===== config.mk =====
export PLATFORM = sky130hd
export DESIGN_NAME = flash_seq
export DESIGN_NICKNAME = d
export VERILOG_FILES = /design/src/rtl/flash_seq_pkg.sv /design/src/rtl/flash_chunk_calc.sv /design/src/rtl/flash_id_decode.sv /design/src/rtl/flash_poll_timer.sv /design/src/rtl/flash_seq.sv
export SDC_FILE = /design/constraint.sdc
export NUM_CORES = 1
export LEC_CHECK = 0
export BUFFER_PORTS_ARGS = -buffer_cell sky130_fd_sc_hd__buf_2
export CAP_MARGIN = 10
export CORE_UTILIZATION = 41
export DETAILED_ROUTE_END_ITERATION = 7
export GPL_TIMING_DRIVEN = 0
export SETUP_SLACK_MARGIN = 0.02
export SYNTH_ARGS = -nofsm -noshare
export SYNTH_HDL_FRONTEND = slang
export SYNTH_SLANG_ARGS = --single-unit

===== constraint.sdc =====
create_clock -name clk -period 3.2 [get_ports clk]
set_clock_uncertainty 0.2 [all_clocks]
set_input_delay 0.32 -clock clk [delete_from_list [all_inputs] [get_ports clk]]
set_output_delay 0.32 -clock clk [all_outputs]
set_load 0.005 [all_outputs]

===== src/rtl/flash_seq_pkg.sv =====
// Shared opcodes, operation codes, error codes and FSM states for the
// flash sequencer. Assumes 8-bit serial-flash opcodes.
package flash_seq_pkg;

    localparam logic [7:0] CMD_WREN  = 8'h06;
    localparam logic [7:0] CMD_WRDI  = 8'h04;
    localparam logic [7:0] CMD_PROG  = 8'h02;
    localparam logic [7:0] CMD_SECT  = 8'h20;
    localparam logic [7:0] CMD_RDSR  = 8'h05;
    localparam logic [7:0] CMD_FREAD = 8'h0B;
    localparam logic [7:0] CMD_RDID  = 8'h9F;

    typedef enum logic [1:0] {
        OP_PROG  = 2'd0,
        OP_ERASE = 2'd1,
        OP_READ  = 2'd2,
        OP_IDENT = 2'd3
    } seq_op_e;

    typedef enum logic [1:0] {
        ERR_NONE       = 2'd0,
        ERR_ZERO_LEN   = 2'd1,
        ERR_ID_TIMEOUT = 2'd2,
        ERR_ID_BLANK   = 2'd3
    } seq_err_e;

    typedef enum logic [2:0] {
        S_IDLE,
        S_PLAN,
        S_WREN,
        S_MAIN,
        S_POLL,
        S_WRDI,
        S_FINISH
    } seq_state_e;

endpackage


===== src/rtl/flash_chunk_calc.sv =====
// Combinational chunk planner. Given the operation, the current cursor,
// the bytes still to do and the erase end address, it returns the length
// of the next command, whether any work remains, and whether this chunk is
// the last one. Assumes LEN_W is wider than the page offset field.
module flash_chunk_calc
    import flash_seq_pkg::*;
#(
    parameter int ADDR_W       = 24,
    parameter int LEN_W        = 24,
    parameter int PAGE_BYTES   = 256,
    parameter int SECTOR_BYTES = 4096,
    parameter int READ_CHUNK   = 32768
) (
    input  seq_op_e            op_i,
    input  logic [ADDR_W:0]    cursor_i,
    input  logic [LEN_W-1:0]   remain_i,
    input  logic [ADDR_W:0]    end_i,
    output logic [LEN_W-1:0]   chunk_o,
    output logic               work_o,
    output logic               last_o
);
    localparam int PAGE_W = $clog2(PAGE_BYTES);

    logic [LEN_W-1:0] head_room;
    logic [LEN_W-1:0] read_cap;

    // Bytes left before the next page boundary.
    always_comb head_room = LEN_W'(PAGE_BYTES) - LEN_W'(cursor_i[PAGE_W-1:0]);
    always_comb read_cap  = LEN_W'(READ_CHUNK);

    // Select chunk length and loop condition per operation.
    always_comb begin
        chunk_o = '0;
        work_o  = 1'b0;
        last_o  = 1'b1;
        unique case (op_i)
            OP_PROG: begin
                chunk_o = (remain_i < head_room) ? remain_i : head_room;
                work_o  = (remain_i != '0);
                last_o  = (remain_i <= head_room);
            end
            OP_ERASE: begin
                chunk_o = LEN_W'(SECTOR_BYTES);
                work_o  = (cursor_i < end_i);
                last_o  = 1'b0;
            end
            OP_READ: begin
                chunk_o = (remain_i > read_cap) ? read_cap : remain_i;
                work_o  = 1'b1;
                last_o  = (remain_i <= read_cap);
            end
            default: begin
                chunk_o = LEN_W'(3);
                work_o  = 1'b1;
                last_o  = 1'b1;
            end
        endcase
    end
endmodule


===== src/rtl/flash_id_decode.sv =====
// Decodes a 3-byte device ID. The capacity byte (bits 7:0) gives the size
// in megabits as 1 << (byte - 0x11). An all-ones ID marks a missing device.
module flash_id_decode #(
    parameter int SIZE_W = 32
) (
    input  logic [23:0]       id_i,
    output logic              blank_o,
    output logic [SIZE_W-1:0] size_o
);
    logic [7:0] shamt;

    // Blank detection and shift amount.
    always_comb begin
        blank_o = &id_i;
        shamt   = id_i[7:0] - 8'h11;
    end

    // Size from shift amount.
    always_comb size_o = SIZE_W'(1) << shamt;
endmodule


===== src/rtl/flash_poll_timer.sv =====
// Counts cycles while a watched command is outstanding and flags expiry
// when LIMIT cycles pass without the done pulse. Assumes LIMIT >= 2.
module flash_poll_timer #(
    parameter int LIMIT = 500
) (
    input  logic clk,
    input  logic rst_n,
    input  logic run_i,
    input  logic hit_i,
    output logic expired_o
);
    localparam int CNT_W = $clog2(LIMIT + 1);

    logic [CNT_W-1:0] cnt;

    // Expiry when the last allowed cycle passes without done.
    always_comb expired_o = run_i && !hit_i && (cnt == CNT_W'(LIMIT - 1));

    // Cycle counter, cleared whenever nothing is being watched.
    always_ff @(posedge clk) begin
        if (!rst_n || !run_i) cnt <= '0;
        else if (!expired_o)  cnt <= cnt + 1'b1;
    end

    AST_TIMER_BOUNDED: assert property (@(posedge clk) disable iff (!rst_n)
        cnt < CNT_W'(LIMIT));
    AST_TIMER_EXPIRES_IN_RUN: assert property (@(posedge clk) disable iff (!rst_n)
        expired_o |=> !run_i || hit_i || (cnt == $past(cnt)));
endmodule


===== src/rtl/flash_seq.sv =====
// Flash program/erase sequencer. Accepts one request at a time and breaks
// it into serial-flash commands issued to a command engine through a
// start/done handshake with a single outstanding command. Assumes the
// engine answers every command except possibly an ID read.
module flash_seq
    import flash_seq_pkg::*;
#(
    parameter int ADDR_W        = 24,
    parameter int LEN_W         = 24,
    parameter int PAGE_BYTES    = 256,
    parameter int SECTOR_BYTES  = 4096,
    parameter int READ_CHUNK    = 32768,
    parameter int ID_POLL_LIMIT = 500,
    parameter int SIZE_W        = 32
) (
    input  logic              clk,
    input  logic              rst_n,
    input  logic              req_valid,
    input  logic [1:0]        req_op,
    input  logic [ADDR_W-1:0] req_addr,
    input  logic [LEN_W-1:0]  req_len,
    output logic              busy,
    output logic              seq_done,
    output logic [1:0]        seq_err,
    output logic [SIZE_W-1:0] dev_size_mbit,
    output logic              cmd_start,
    output logic [7:0]        cmd_opcode,
    output logic [ADDR_W-1:0] cmd_addr,
    output logic [LEN_W-1:0]  cmd_len,
    input  logic              cmd_done,
    input  logic [23:0]       cmd_rdata
);
    localparam int CUR_W  = ADDR_W + 1;
    localparam int PAGE_W = $clog2(PAGE_BYTES);
    localparam int SUM_W  = LEN_W + 1;

    seq_state_e        state;
    seq_op_e           op_q;
    seq_err_e          err_q;
    logic [CUR_W-1:0]  cursor;
    logic [CUR_W-1:0]  end_addr;
    logic [LEN_W-1:0]  remain;
    logic [LEN_W-1:0]  chunk_q;
    logic              last_q;
    logic              pending;
    logic              done_q;
    logic [SIZE_W-1:0] size_q;

    logic [LEN_W-1:0]  chunk_len;
    logic              has_work;
    logic              is_last;
    logic              id_blank;
    logic [SIZE_W-1:0] id_size;
    logic              tmr_run;
    logic              tmr_expired;

    logic              cmd_state;
    logic              step_done;
    logic [7:0]        nxt_opcode;
    logic [ADDR_W-1:0] nxt_addr;
    logic [LEN_W-1:0]  nxt_len;

    flash_chunk_calc #(
        .ADDR_W(ADDR_W), .LEN_W(LEN_W), .PAGE_BYTES(PAGE_BYTES),
        .SECTOR_BYTES(SECTOR_BYTES), .READ_CHUNK(READ_CHUNK)
    ) u_calc (
        .op_i(op_q), .cursor_i(cursor), .remain_i(remain), .end_i(end_addr),
        .chunk_o(chunk_len), .work_o(has_work), .last_o(is_last)
    );

    flash_id_decode #(.SIZE_W(SIZE_W)) u_id (
        .id_i(cmd_rdata), .blank_o(id_blank), .size_o(id_size)
    );

    flash_poll_timer #(.LIMIT(ID_POLL_LIMIT)) u_tmr (
        .clk(clk), .rst_n(rst_n), .run_i(tmr_run), .hit_i(cmd_done),
        .expired_o(tmr_expired)
    );

    // Watch only the outstanding ID command for the timeout.
    always_comb tmr_run = (state == S_MAIN) && (op_q == OP_IDENT) && pending;

    // Command that the current state would issue.
    always_comb begin
        cmd_state  = 1'b1;
        nxt_opcode = CMD_WREN;
        nxt_addr   = '0;
        nxt_len    = '0;
        unique case (state)
            S_WREN: nxt_opcode = CMD_WREN;
            S_WRDI: nxt_opcode = CMD_WRDI;
            S_POLL: begin
                nxt_opcode = CMD_RDSR;
                nxt_len    = LEN_W'(1);
            end
            S_MAIN: begin
                nxt_addr = cursor[ADDR_W-1:0];
                nxt_len  = chunk_q;
                unique case (op_q)
                    OP_PROG:  nxt_opcode = CMD_PROG;
                    OP_ERASE: begin
                        nxt_opcode = CMD_SECT;
                        nxt_len    = '0;
                    end
                    OP_READ:  nxt_opcode = CMD_FREAD;
                    default: begin
                        nxt_opcode = CMD_RDID;
                        nxt_addr   = '0;
                        nxt_len    = LEN_W'(3);
                    end
                endcase
            end
            default: cmd_state = 1'b0;
        endcase
    end

    // Handshake completion of the command in flight.
    always_comb step_done = cmd_state && pending && cmd_done;

    // Main sequencing: accept, plan, issue, advance, complete.
    always_ff @(posedge clk) begin
        if (!rst_n) begin
            state      <= S_IDLE;
            op_q       <= OP_PROG;
            err_q      <= ERR_NONE;
            cursor     <= '0;
            end_addr   <= '0;
            remain     <= '0;
            chunk_q    <= '0;
            last_q     <= 1'b0;
            pending    <= 1'b0;
            done_q     <= 1'b0;
            size_q     <= '0;
            cmd_start  <= 1'b0;
            cmd_opcode <= '0;
            cmd_addr   <= '0;
            cmd_len    <= '0;
        end else begin
            cmd_start <= 1'b0;
            done_q    <= 1'b0;
            if (cmd_state && !pending) begin
                cmd_start  <= 1'b1;
                pending    <= 1'b1;
                cmd_opcode <= nxt_opcode;
                cmd_addr   <= nxt_addr;
                cmd_len    <= nxt_len;
            end
            if (step_done) pending <= 1'b0;
            unique case (state)
                S_IDLE: if (req_valid) begin
                    op_q     <= seq_op_e'(req_op);
                    cursor   <= {1'b0, req_addr};
                    end_addr <= {1'b0, req_addr} + CUR_W'(req_len);
                    remain   <= req_len;
                    if (seq_op_e'(req_op) == OP_PROG && req_len == '0) begin
                        err_q <= ERR_ZERO_LEN;
                        state <= S_FINISH;
                    end else begin
                        err_q <= ERR_NONE;
                        state <= S_PLAN;
                    end
                end
                S_PLAN: begin
                    chunk_q <= chunk_len;
                    last_q  <= is_last;
                    if (!has_work)                                  state <= S_FINISH;
                    else if (op_q == OP_PROG || op_q == OP_ERASE)   state <= S_WREN;
                    else                                            state <= S_MAIN;
                end
                S_WREN: if (step_done) state <= S_MAIN;
                S_MAIN: begin
                    if (tmr_expired) begin
                        pending <= 1'b0;
                        err_q   <= ERR_ID_TIMEOUT;
                        state   <= S_FINISH;
                    end else if (step_done) begin
                        unique case (op_q)
                            OP_PROG: begin
                                cursor <= cursor + CUR_W'(chunk_q);
                                remain <= remain - chunk_q;
                                state  <= S_POLL;
                            end
                            OP_ERASE: state <= S_POLL;
                            OP_READ: begin
                                cursor <= cursor + CUR_W'(chunk_q);
                                remain <= remain - chunk_q;
                                state  <= last_q ? S_FINISH : S_PLAN;
                            end
                            default: begin
                                if (id_blank) err_q  <= ERR_ID_BLANK;
                                else          size_q <= id_size;
                                state <= S_FINISH;
                            end
                        endcase
                    end
                end
                S_POLL: if (step_done && !cmd_rdata[0]) begin
                    if (op_q == OP_PROG) state <= S_WRDI;
                    else begin
                        cursor <= cursor + CUR_W'(SECTOR_BYTES);
                        state  <= S_PLAN;
                    end
                end
                S_WRDI: if (step_done) state <= S_PLAN;
                default: begin
                    done_q <= 1'b1;
                    state  <= S_IDLE;
                end
            endcase
        end
    end

    // Output mapping.
    always_comb begin
        busy          = (state != S_IDLE);
        seq_done      = done_q;
        seq_err       = err_q;
        dev_size_mbit = size_q;
    end

    AST_NO_SECOND_START: assert property (@(posedge clk) disable iff (!rst_n)
        (pending && !cmd_done && !cmd_start) |=> !cmd_start);
    AST_PAGE_CONFINED: assert property (@(posedge clk) disable iff (!rst_n)
        (cmd_start && cmd_opcode == CMD_PROG) |->
        (cmd_len != '0) &&
        (SUM_W'(cmd_addr[PAGE_W-1:0]) + SUM_W'(cmd_len) <= SUM_W'(PAGE_BYTES)));
    AST_READ_CAPPED: assert property (@(posedge clk) disable iff (!rst_n)
        (cmd_start && cmd_opcode == CMD_FREAD) |-> cmd_len <= LEN_W'(READ_CHUNK));
    AST_START_WHILE_BUSY: assert property (@(posedge clk) disable iff (!rst_n)
        cmd_start |-> busy);
    AST_DONE_DROPS_BUSY: assert property (@(posedge clk) disable iff (!rst_n)
        seq_done |-> (!busy && $past(busy)));
    AST_DONE_SINGLE: assert property (@(posedge clk) disable iff (!rst_n)
        seq_done |=> !seq_done);
endmodule


# Word-level counts from Yosys, hierarchy flattened
# Index checks and enable logic that the tools add are counted.
# word_totals
regBits	206
input_bits	78
# classes
n_shift	1
n_eq_ne	20
bitwise	3
mux	50
order_cmp	5
n_addsub	7
reduce_logical	36
# op_table
operator	n
two-way mux 24 bit	8
two-way mux 25 bit	6
one-hot mux 24 bit (2 select lines)	3
one-hot mux 25 bit (3 select lines)	1
one-hot mux 24 bit (3 select lines)	1
one-hot mux 8 bit (3 select lines)	2
<< shifter 1 x 8 -> 32 bit (first input constant)	1
two-way mux 3 bit	10
adder 24 x 24 -> 25 bit	1
adder 25 x 13 -> 25 bit (second input constant)	1
adder 25 x 24 -> 25 bit	1
< comparator 25 bit	1
greater-than comparator 24 x 16 -> 1 bit (second input constant)	1
less-or-equal comparator 24 x 16 -> 1 bit (second input constant)	1
less-or-equal comparator 24 bit	1
logical NOT 24 bit	1
< comparator 24 bit	1
AND reduction 24 bit	1
nonzero test 24 bit	1
subtractor 24 bit	1
AND reduction 5 bit	4
one-hot mux 3 bit (6 select lines)	1
inequality test 2 bit (second input constant)	8
two-way mux 2 bit	5
29 further kinds	60

# Logic depth before layout (Yosys ltp)
# Gate-level depths: netlist of the first run.
# logic_depth
word_depth	8
mapped_depth	15
depth_no_buf	14

# Modules after synthesis
# A second synthesis of the first run with hierarchy kept.
# hier_totals
cells_unflattened	1735
hier_area_um2	13387.8
# by_module_without_submodules
mod	n_inst	seq_area_each_um2	area_each_um2	cells_each
flash_seq	1	3903.7	11038.1	1412
flash_chunk_calc	1	0.0	1261.2	182
flash_id_decode	1	0.0	645.6	92
flash_poll_timer	1	180.2	442.9	49

# Worst setup path before layout of the first run
# No wires, ideal clock.
# synth_timing
kind	input-to-reg
startpoint	input req_addr[0]
endpoint	register end_addr[24]
cell_stages	12
slack_ns	0.255
arrival_ns	2.642
setup_ns	0.103
cell_sequence	ha_1 > inv_1 > fa_1 > nor2b_1 > o21ai_1 > a2111o_1 > nand4b_1 > o211ai_2 > o31ai_2 > a221o_1 > a2111oi_1 > a2111oi_2
# synth_between
elab_chain_cells	1
# synth_lines
item	line_no	text
start, declared	flash_seq.sv:20	input logic [ADDR_W-1:0] req_addr,
adder 24 x 24 -> 25 bit	flash_seq.sv:153	end_addr <= {1'b0, req_addr} + CUR_W'(req_len);
end signal, assigned	flash_seq.sv:153	
end, declared	flash_seq.sv:41	logic [CUR_W-1:0] end_addr;
# Every way passes these cells.
# A chain may end at the register's enable or synchronous reset.

# Worst setup path after layout of the first run
# layout_timing
startpoint	input req_len[4]
endpoint	register end_addr[23]
# layout_between
elab_chain_cells	1
# layout_lines
item	line_no	text
start, declared	flash_seq.sv:21	input logic [LEN_W-1:0] req_len,
adder 24 x 24 -> 25 bit	flash_seq.sv:153	
# Every way passes these cells.

==> reports/metrics.yaml, run 1 <==
core_sq_um: 30590
fin_cells: 2270
initial_utilization_pct: 41.61
p_per_area_nw_per_um2: 841.5
synth_cell_types: 80
dieHeight_um: 178.2
placementRows: 64
finalMaxSlewViolations: 0
grt-ovfl-total: 0
p_leak_uw: 0.006721
mostFrequentLayoutCells: "dfxtp_1 (183), nor2_1 (182), buf_2 (168)"
cts.clk_slew.worst_paths_ps: 80
viasPerCell: 5.845
slew_headroom_pct: 41.39
routedWlPerCell_um: 21.14
clock-root-buffer: "clkbuf_16"
fin_crit_ps: 3145
cts_buffers: 24
r2r_slack_ps: 90
cts_tree: "done"
required_ps: 3430
syn-num-nets: 1783
synth_edf_count: 0
dieArea_sq_um: 31750
worst-setup-path-type: "input pin to flip-flop"
post-route-period-util_pct: 98.28
setup_tns_ps: 0
clockBufferDepth: 3
rsz0062_at_grt: "yes"
grt_start_max_net_pins: 15
syn_inst: 1593
postRouteAntennaNets: 0
drive_gt1_share_pct: 19.64
dp.cells: 2155
portBuffers: 166
path_max_fanout: 4
final_nets: 2046
fin_total_pwr_uw: 13610
vias: 13270
stdcell_area_sq_um: 16170
io_pins: 171
cts.sinks: 204
hold_path.class: "input pin to flip-flop"
synth.avg_cell_area_sq_um: 7.989
n_antenna_cell: 0
whs_ps: 22.22
place_congestion: 0.9200
dpl_cell_area_sq_um: 14050
ys_ff_latch: 204
vdd_drop_max_v: 0.0004146
antenna_found_initial: 0
grt_usage_pct: 29.18
cp-end-kind: "flip-flop"
grt_pass1_wl_mm: 70.52
drv_cap: 0
drt-initial-drc-count: 1074
final_common_cell: "dfxtp_1"
cp-start-kind: "input pin"
dp_hpwl_mm: 35.72
areaGrowthSynthToFinish_pct: 27.05
first_global_vias: 12360
drt_wl_total_mm: 48.00
worstSkewPairLatency_ps: 540
yosys_warnings: 0
status: "completed"
crit_arrival_ps: 3370
timing.fmax_mhz: 318.0
fillers: 2970
synthFlopType: "dfxtp_1"
drc: 0
htree_num_levels: 1
worstMarginPinSlew_ps: 879.1
die_w_um: 178.2
async_reset_ff_share_pct: 0
hold_violations: 0
setup_viol: 0
synthesis.area_sq_um: 12730
yosysSeqAreaShare_pct: 32.09
dr.pass1.iters: 8
metrics by stage:
step                util, %  worst slack [ps]
global route          52.86            -47.96
finish                52.86             55.15
CTS                   50.76             2.957
global placement      45.94            -808.3
detailed placement    45.94            -837.4
floorplan                 -             254.8
sequential cells by signal (all words and copies together) (netlist names):
| register | cells |
|---|---|
| pending | 1 |
| cmd_addr | 24 |
| u_tmr.cnt | 9 |
| cmd_len | 24 |
| remain | 24 |
| chunk_q | 24 |
| op_q | 2 |
| end_addr | 25 |
| cmd_start | 1 |
| last_q | 1 |
| state | 3 |
| seq_err | 2 |
| cmd_opcode | 6 |
| dev_size_mbit | 32 |
| cursor | 25 |
| seq_done | 1 |
power by group:
group / switching [uW] / internal (uW) / total [uW]
clock network: 1190 / 1890 / 3070
logic: 4130 / 2850 / 6980
registers: 598 / 2960 / 3560
total: 5910 / 7700 / 13600
cell usage after synthesis (10+ instances only):
library cell    n  area [sq um]
inv_1          85         319.1
o21a_1         16         120.1
a311oi_1       10         87.58
dfxtp_1       204          4084
nor4_1         17         106.4
a22o_1         22         192.7
ha_1          109          1364
a21oi_1       128         640.6
or3_1          15         93.84
nor2_1        184         690.7
a211oi_1       22         165.2
nand4_1        17         106.4
nor2b_1        16         100.1
a22oi_1        34         255.2
clkbuf_1       74         277.8
o21ai_0        75         375.4
nand2b_1       22         137.6
xnor2_1        41         359.1
a21o_1         36         270.3
a2bb2oi_1      28         245.2
a221oi_1       21         183.9
a31oi_1        17         106.4
nor3_1         51         255.2
xor2_1         31         271.5
nand3_1        43         215.2
nand2_1       127         476.7
kinds of logic after synthesis:
| logic type | after synthesis | synth area share (%) |
|---|---|---|
| xor+xnor | 72 | 4.955 |
| simple gates | 549 | 20.47 |
| other cells | 1 | 0.02946 |
| fa+ha+maj | 112 | 11.19 |
| flops | 204 | 32.09 |
| compound gates | 481 | 25.79 |
| buf+inv | 169 | 5.083 |
| mux | 5 | 0.4031 |
worst paths after layout:
check,from,end,depth (start not counted)
max,req_len[4],end_addr[23],12
min,req_addr[18],cursor[18],3
max reg2reg,remain[0],remain[20],12
min reg2reg,end_addr[5],end_addr[5],2
critical path, stage by stage:
cell           delay (ps)
dlygate4sd3_1         540
buf_2                 170
ha_1                  310
inv_1                 120
nor2_1                 60
a311o_1               380
o211a_1               310
o2111ai_4             240
nand2_2               110
a32o_1                300
o2111a_1              230
o31a_1                280
what timing repair did:
item                       4_1_cts  5_1_grt
hold endpoints to repair        34        0
setup buffers                   13       28
pin swaps                       11       36
resized for setup               53      108
cloned                           1        0
hold buffers                    34        0
setup endpoints to repair       49      121
routing by layer:
| metal | GRT usage (%) | vias to the layer above | wire length [um] |
|---|---|---|---|
| li1 | - | 6350 | - |
| met1 | 38.36 | 6293 | 21100 |
| met2 | 48.90 | 537 | 21910 |
| met3 | 3.836 | 89 | 3485 |
| met4 | 10.03 | 0 | 1498 |
| met5 | 0 | - | 0 |
area by class of cell:
type / instances / area [sq um] / area share [%]
Inverter: 85 / 331.6 / 2.051
Timing Repair Buffer: 242 / 1496 / 9.255
Tap cell: 396 / 495.5 / 3.064
Buffer: 79 / 339.1 / 2.097
Sequential cell: 204 / 4145 / 25.64
Clock buffer: 33 / 675.6 / 4.179
Clock inverter: 11 / 193.9 / 1.199
Multi-Input combinational cell: 1220 / 8492 / 52.52
Note: power is estimated with default switching activity, not from simulation.
==> inputs of run 2 (changes only) <==
- CELL_PAD_IN_SITES_DETAIL_PLACEMENT: not set -> 0
- CELL_PAD_IN_SITES_GLOBAL_PLACEMENT: not set -> 1
- PLACE_DENSITY_LB_ADDON: not set -> 0.1
==> run 2 against run 1 <==
Sequential share of layout area about the same. Design area fell by 0.14%. Non-clock buffer count decreased by 15. Global-route usage increased by 0.28 points. Die area is the same. Clock power is 11% higher. Hold slack worse by 19 ps. Flip-flop and latch count stayed put. Highest routed layer unchanged.
==> reports/metrics.yaml, run 2 (synthesized netlist as in run 1, its figures left out) <==
status: "completed"
setup_ws_ps: 71.52  # +16.38 ps
worstSkewPairLatency_ps: 550  # about the same
clockBufferDepth: 3  # unchanged
fin_crit_ps: 3128  # -16.38 ps
cp-end-kind: "flip-flop"
core_sq_um: 30590  # unchanged
crit_path_frequent_cell: "a211o_1"
cts.sinks: 204  # unchanged
n_antenna_cell: 0  # unchanged
largest_reg_flops: 32  # unchanged
grt_usage_pct: 29.46  # +0.28 points
vdd_drop_max_v: 0.0005318  # +28%
routedWlPerCell_um: 21.16  # about the same
grt-ovfl-total: 0  # unchanged
dieHeight_um: 178.2  # unchanged
htree_num_levels: 1  # unchanged
viasPerCell: 5.786  # -1.0%
crit_arrival_ps: 3370  # about the same
multi_input_area_sq_um: 8472  # -0.24%
grt_start_max_net_pins: 13  # -2
dieArea_sq_um: 31750  # unchanged
regArea_sq_um: 4133  # -0.30%
slew_headroom_pct: 25.99  # -15 points
post-route-period-util_pct: 97.76  # -0.51 points
setup_viol: 0  # unchanged
path_max_fanout: 4  # unchanged
required_ps: 3440  # about the same
hold_violations: 0  # unchanged
vias: 13060  # -1.5%
crit_path_cell_trace: "inv_1 -> ha_2 -> fa_1 -> nor2b_2 -> o31ai_2 -> a211o_1 -> nand4b_1 -> a31oi_2 -> a211o_1 -> o21ai_2 -> xnor2_1 -> a221oi_1"
finalMaxSlewViolations: 0  # unchanged
final_nets: 2033  # -0.64%
min_from: "req_addr[16]"
cts_buffers: 26  # +8.3%
timing.fmax_mhz: 319.6  # +0.52%
postRouteAntennaNets: 0  # unchanged
p_per_area_nw_per_um2: 853.8  # +1.5%
grt_pass1_wl_mm: 70.13  # -0.56%
worst-setup-path-type: "flip-flop to flip-flop"
drv_cap: 0  # unchanged
initial_utilization_pct: 41.61  # unchanged
drt_wl_total_mm: 47.78  # -0.45%
antenna_found_initial: 0  # unchanged
p_leak_uw: 0.006660  # -0.91%
place_congestion: 0.9154  # -0.50%
cp_slowest_cell: "fa_1"
drt-initial-drc-count: 894  # -17%
fin_cells: 2258  # -0.53%
dp_hpwl_mm: 36.26  # +1.5%
final_common_cell: "nor2_1"
hold_path.class: "input pin to flip-flop"
io_pins: 171  # unchanged
die_w_um: 178.2  # unchanged
cts.clk_slew.worst_paths_ps: 60  # -20 ps
worstSetupStartpoint: "remain[0]"
place_ws_ps: -502.6  # +334.7 ps
drc: 0  # unchanged
rsz0062_at_grt: "yes"
areaGrowthSynthToFinish_pct: 26.87
dr.pass1.iters: 7  # -1
worstMarginPinSlew_ps: 1100  # +220.8 ps
cts_tree: "done"
setup_tns_ps: 0  # unchanged
cp-start-kind: "flip-flop"
placementRows: 64  # unchanged
clock-root-buffer: "clkbuf_16"
mostFrequentLayoutCells: "nor2_1 (182), dfxtp_1 (181), buf_2 (169)"
rr_startpoint: "remain[0]"
critPathMaxStageDelay_ps: 390  # -150 ps
portBuffers: 166  # unchanged
fillers: 3031  # +2.1%
dp.cells: 2155  # unchanged
drive_gt1_share_pct: 19.01  # -0.63 points
first_global_vias: 11940  # -3.5%
## run 2: cell types whose count changed in the layout (fill, tap and decap cells not counted), moves of 4 or more
cell and change:
buf_4 -20, dlygate4sd3_1 +4, ha_2 +5, dfxtp_2 +8
ha_1 -4, dfxtp_4 -6
## run 2: routing by layer
metal | up-vias | part of all wire [%] | track usage [%] | wire length [um]
li1 | 6323 | - | - | -
met1 | 6162 | 45 | 40.11 | 21400
met2 | 490 | 44 | 46.79 | 20920
met3 | 89 | 7.9 | 4.753 | 3785
met4 | 0 | 3.5 | 10.52 | 1673
met5 | - | 0 | 0 | 0
## run 2: layout make-up
cell class,instances,area share [%]
Buffer,80,2.108
Clock buffer,35,4.680
Clock inverter,12,1.488
Inverter,85,2.022
Multi-Input combinational cell,1220,52.47
Sequential cell,204,25.59
Tap cell,396,3.069
Timing Repair Buffer,226,8.570
## run 2: critical path: cells and delay by family, from the launching register on
| family | cells | cell delay (ps) |
|---|---|---|
| AO/OA/AOI/OAI | 6 | 1350 |
| XOR/XNOR | 1 | 100 |
| adder cells (fa/ha/maj) | 2 | 610 |
| buffers and inverters | 1 | 90 |
| flip-flops | 1 | 350 |
| AND/OR/NAND/NOR | 2 | 320 |
## run 2: power breakdown
group          switching, uW  leakage, uW  total, uW  internal (uW)
clock network           1200     0.000483       3410           2210
logic                   4040      0.00451       6800           2760
registers                619      0.00167       3580           2960
total                   5860      0.00666      13800           7930
## run 2: repair_timing
action	in CTS	in global routing
endpoints found under the setup margin	83	106
hold buffers	38	0
gates resized for setup	54	92
buffers inserted	5	16
endpoints found under the hold margin	38	0
pin swaps	6	25
cloned	0	1
## run 2: final timing paths
| check | end | slack, ps | depth (start not counted) |
|---|---|---|---|
| hold / removal | cursor[16] | 3 | 3 |
| hold reg to reg | end_addr[11] | 250 | 2 |
| setup / recovery | remain[22] | 70 | 12 |
| setup reg to reg | remain[22] | 70 | 12 |
## run 2: stage by stage
step,util [%],hold WS [ps],total power [uW],cell area [sq um]
floorplan,-,231.9,7602,12730
global placement,45.94,241.0,9378,14050
detailed placement,45.94,245.7,9431,14050
CTS,51.24,0.09953,13250,15680
global route,52.79,33.74,14630,16150
finish,52.79,3.361,13790,16150
==> inputs of run 3 (changes only) <==
- PLACE_DENSITY_LB_ADDON: 0.1 -> 0.05
- RECOVER_POWER: not set -> 50
- TNS_END_PERCENT: not set -> 100
==> run 3 against run 2 <==
Via count shrank 0.44%. Clock-buffer cell count shrank 2. Flip-flop and latch count is the same. Critical path type is now input pin to flip-flop. First-iteration DRC count grew 34%. Setup slack lost 33 ps. Total power shrank 4.2%. Combinational power shrank 3%. Non-clock buffer count shrank 3. Fmax shrank 1.0%. Die area is the same. Design area shrank 2.3%. Cell count shrank 0.18%.
==> reports/metrics.yaml, run 3 (synthesized netlist as in run 1, its figures left out) <==
grt_start_max_net_pins: 14  # +1
whs_ps: 16.40  # +13.04 ps
clock-root-buffer: "clkbuf_16"
dp_hpwl_mm: 36.19  # -0.20%
grt-ovfl-total: 0  # unchanged
cts.clk_slew.worst_paths_ps: 60  # about the same
dr.pass1.iters: 6  # -1
status: "completed"
worstMarginPinSlew_ps: 996.5  # -103.4 ps
drt_wl_total_mm: 47.49  # -0.61%
multi_input_area_sq_um: 8327  # -1.7%
fillers: 3132  # +3.3%
final_nets: 2029  # -0.20%
hold_violations: 0  # unchanged
cts_buffers: 25  # -3.8%
cp-start-kind: "input pin"
portBuffers: 166  # unchanged
worstSkewPairLatency_ps: 540  # about the same
busiest_layer: "met2"
use_met1_pct: 41.13  # +1.0 points
hold_path.class: "input pin to flip-flop"
p_leak_uw: 0.006233  # -6.4%
routedWlPerCell_um: 21.07  # -0.43%
post-route-period-util_pct: 98.80  # +1.0 points
grt_pass1_wl_mm: 70.41  # +0.39%
path_max_fanout: 5  # +1
first_global_vias: 12010  # +0.59%
io_pins: 171  # unchanged
fin_crit_ps: 3161  # +33.02 ps
use_met2_pct: 46.81  # about the same
crit_arrival_ps: 3390  # +20 ps
slew_headroom_pct: 32.95  # +7.0 points
die_w_um: 178.2  # unchanged
viasPerCell: 5.770  # -0.27%
worst-setup-path-type: "input pin to flip-flop"
dieHeight_um: 178.2  # unchanged
rsz0062_at_grt: "yes"
drt-initial-drc-count: 1196  # +34%
mostFrequentLayoutCells: "nor2_1 (183), dfxtp_1 (181), clkbuf_1 (139)"
required_ps: 3430  # about the same
timing.fmax_mhz: 316.3  # -1.0%
p_per_area_nw_per_um2: 836.9  # -2.0%
n_antenna_cell: 0  # unchanged
met3_usage_pct: 3.367  # -1.4 points
regArea_sq_um: 4145  # +0.30%
postRouteAntennaNets: 0  # unchanged
largest_reg_flops: 32  # unchanged
place_congestion: 0.9416  # +2.9%
cts.sinks: 204  # unchanged
initial_utilization_pct: 41.61  # unchanged
drc: 0  # unchanged
vdd_drop_max_v: 0.0004257  # -20%
drv_cap: 0  # unchanged
clockBufferDepth: 3  # unchanged
core_sq_um: 30590  # unchanged
vias: 13010  # -0.44%
htree_num_levels: 1  # unchanged
areaGrowthSynthToFinish_pct: 23.95
final_common_cell: "nor2_1"
placementRows: 64  # unchanged
drive_gt1_share_pct: 14.05  # -5.0 points
grt_usage_pct: 29.40  # -0.054 points
antenna_found_initial: 0  # unchanged
cp-end-kind: "flip-flop"
setup_tns_ps: 0  # unchanged
cts_tree: "done"
dieArea_sq_um: 31750  # unchanged
setup_viol: 0  # unchanged
finalMaxSlewViolations: 0  # unchanged
-- run 3: repair_timing --
action / CTS / global route
pin swaps: 8 / 17
resized for setup: 39 / 95
endpoints found under the setup margin: 72 / 94
setup buffers: 4 / 15
endpoints found under the hold margin: 37 / 0
hold buffers: 37 / 0
gates cloned: 0 / 1
-- run 3: power by group --
| part | total, uW | switching (uW) | internal (uW) |
|---|---|---|---|
| Sequential | 3580 | 612 | 2970 |
| Combinational | 6600 | 3930 | 2670 |
| Clock | 3020 | 1200 | 1820 |
| Total | 13200 | 5740 | 7460 |
-- run 3: final cells by class --
| cell class | instances | area share [%] |
|---|---|---|
| inverter | 85 | 2.086 |
| multi-input combinational | 1220 | 52.78 |
| tap | 396 | 3.141 |
| sequential | 204 | 26.28 |
| clock inverter | 13 | 1.039 |
| clock buffer | 33 | 4.537 |
| buffer | 80 | 2.173 |
| timing repair buffer | 223 | 7.963 |
-- run 3: through the flow --
stage	instances	instance area, sq um	worst slack [ps]	power, uW	util [%]
finish	2254	15780	38.51	13200	51.57
global route	2254	15780	-77.97	14050	51.57
CTS	2239	15420	-63.46	12660	50.42
detailed placement	2155	14050	-505.0	9408	45.94
global placement	2155	14050	-515.3	9361	45.94
floorplan	1593	12730	254.8	7602	-
-- run 3: worst paths after layout --
check	cells after the start	slack, ps	from	end
max reg2reg	9	60	state[2]	cursor[13]
min reg2reg	2	250	end_addr[15]	end_addr[15]
max	11	40	req_len[9]	end_addr[24]
min	3	20	req_addr[18]	cursor[18]
-- run 3: metal layers --
| layer | vias up | routed length [um] |
|---|---|---|
| met1 | 6129 | 21940 |
| met3 | 76 | 3280 |
| li1 | 6319 | - |
| met5 | - | 0 |
| met2 | 482 | 21050 |
| met4 | 0 | 1225 |
-- run 3: worst max-delay path, stage by stage --
cell and delay (ps):
dlygate4sd3_1 530, buf_2 170, ha_1 360, nand3_1 190, a2111o_1 410, nand4b_1 130
o211ai_2 190, o31ai_2 380, a221o_1 260, a2111oi_1 110, a2111oi_2 350
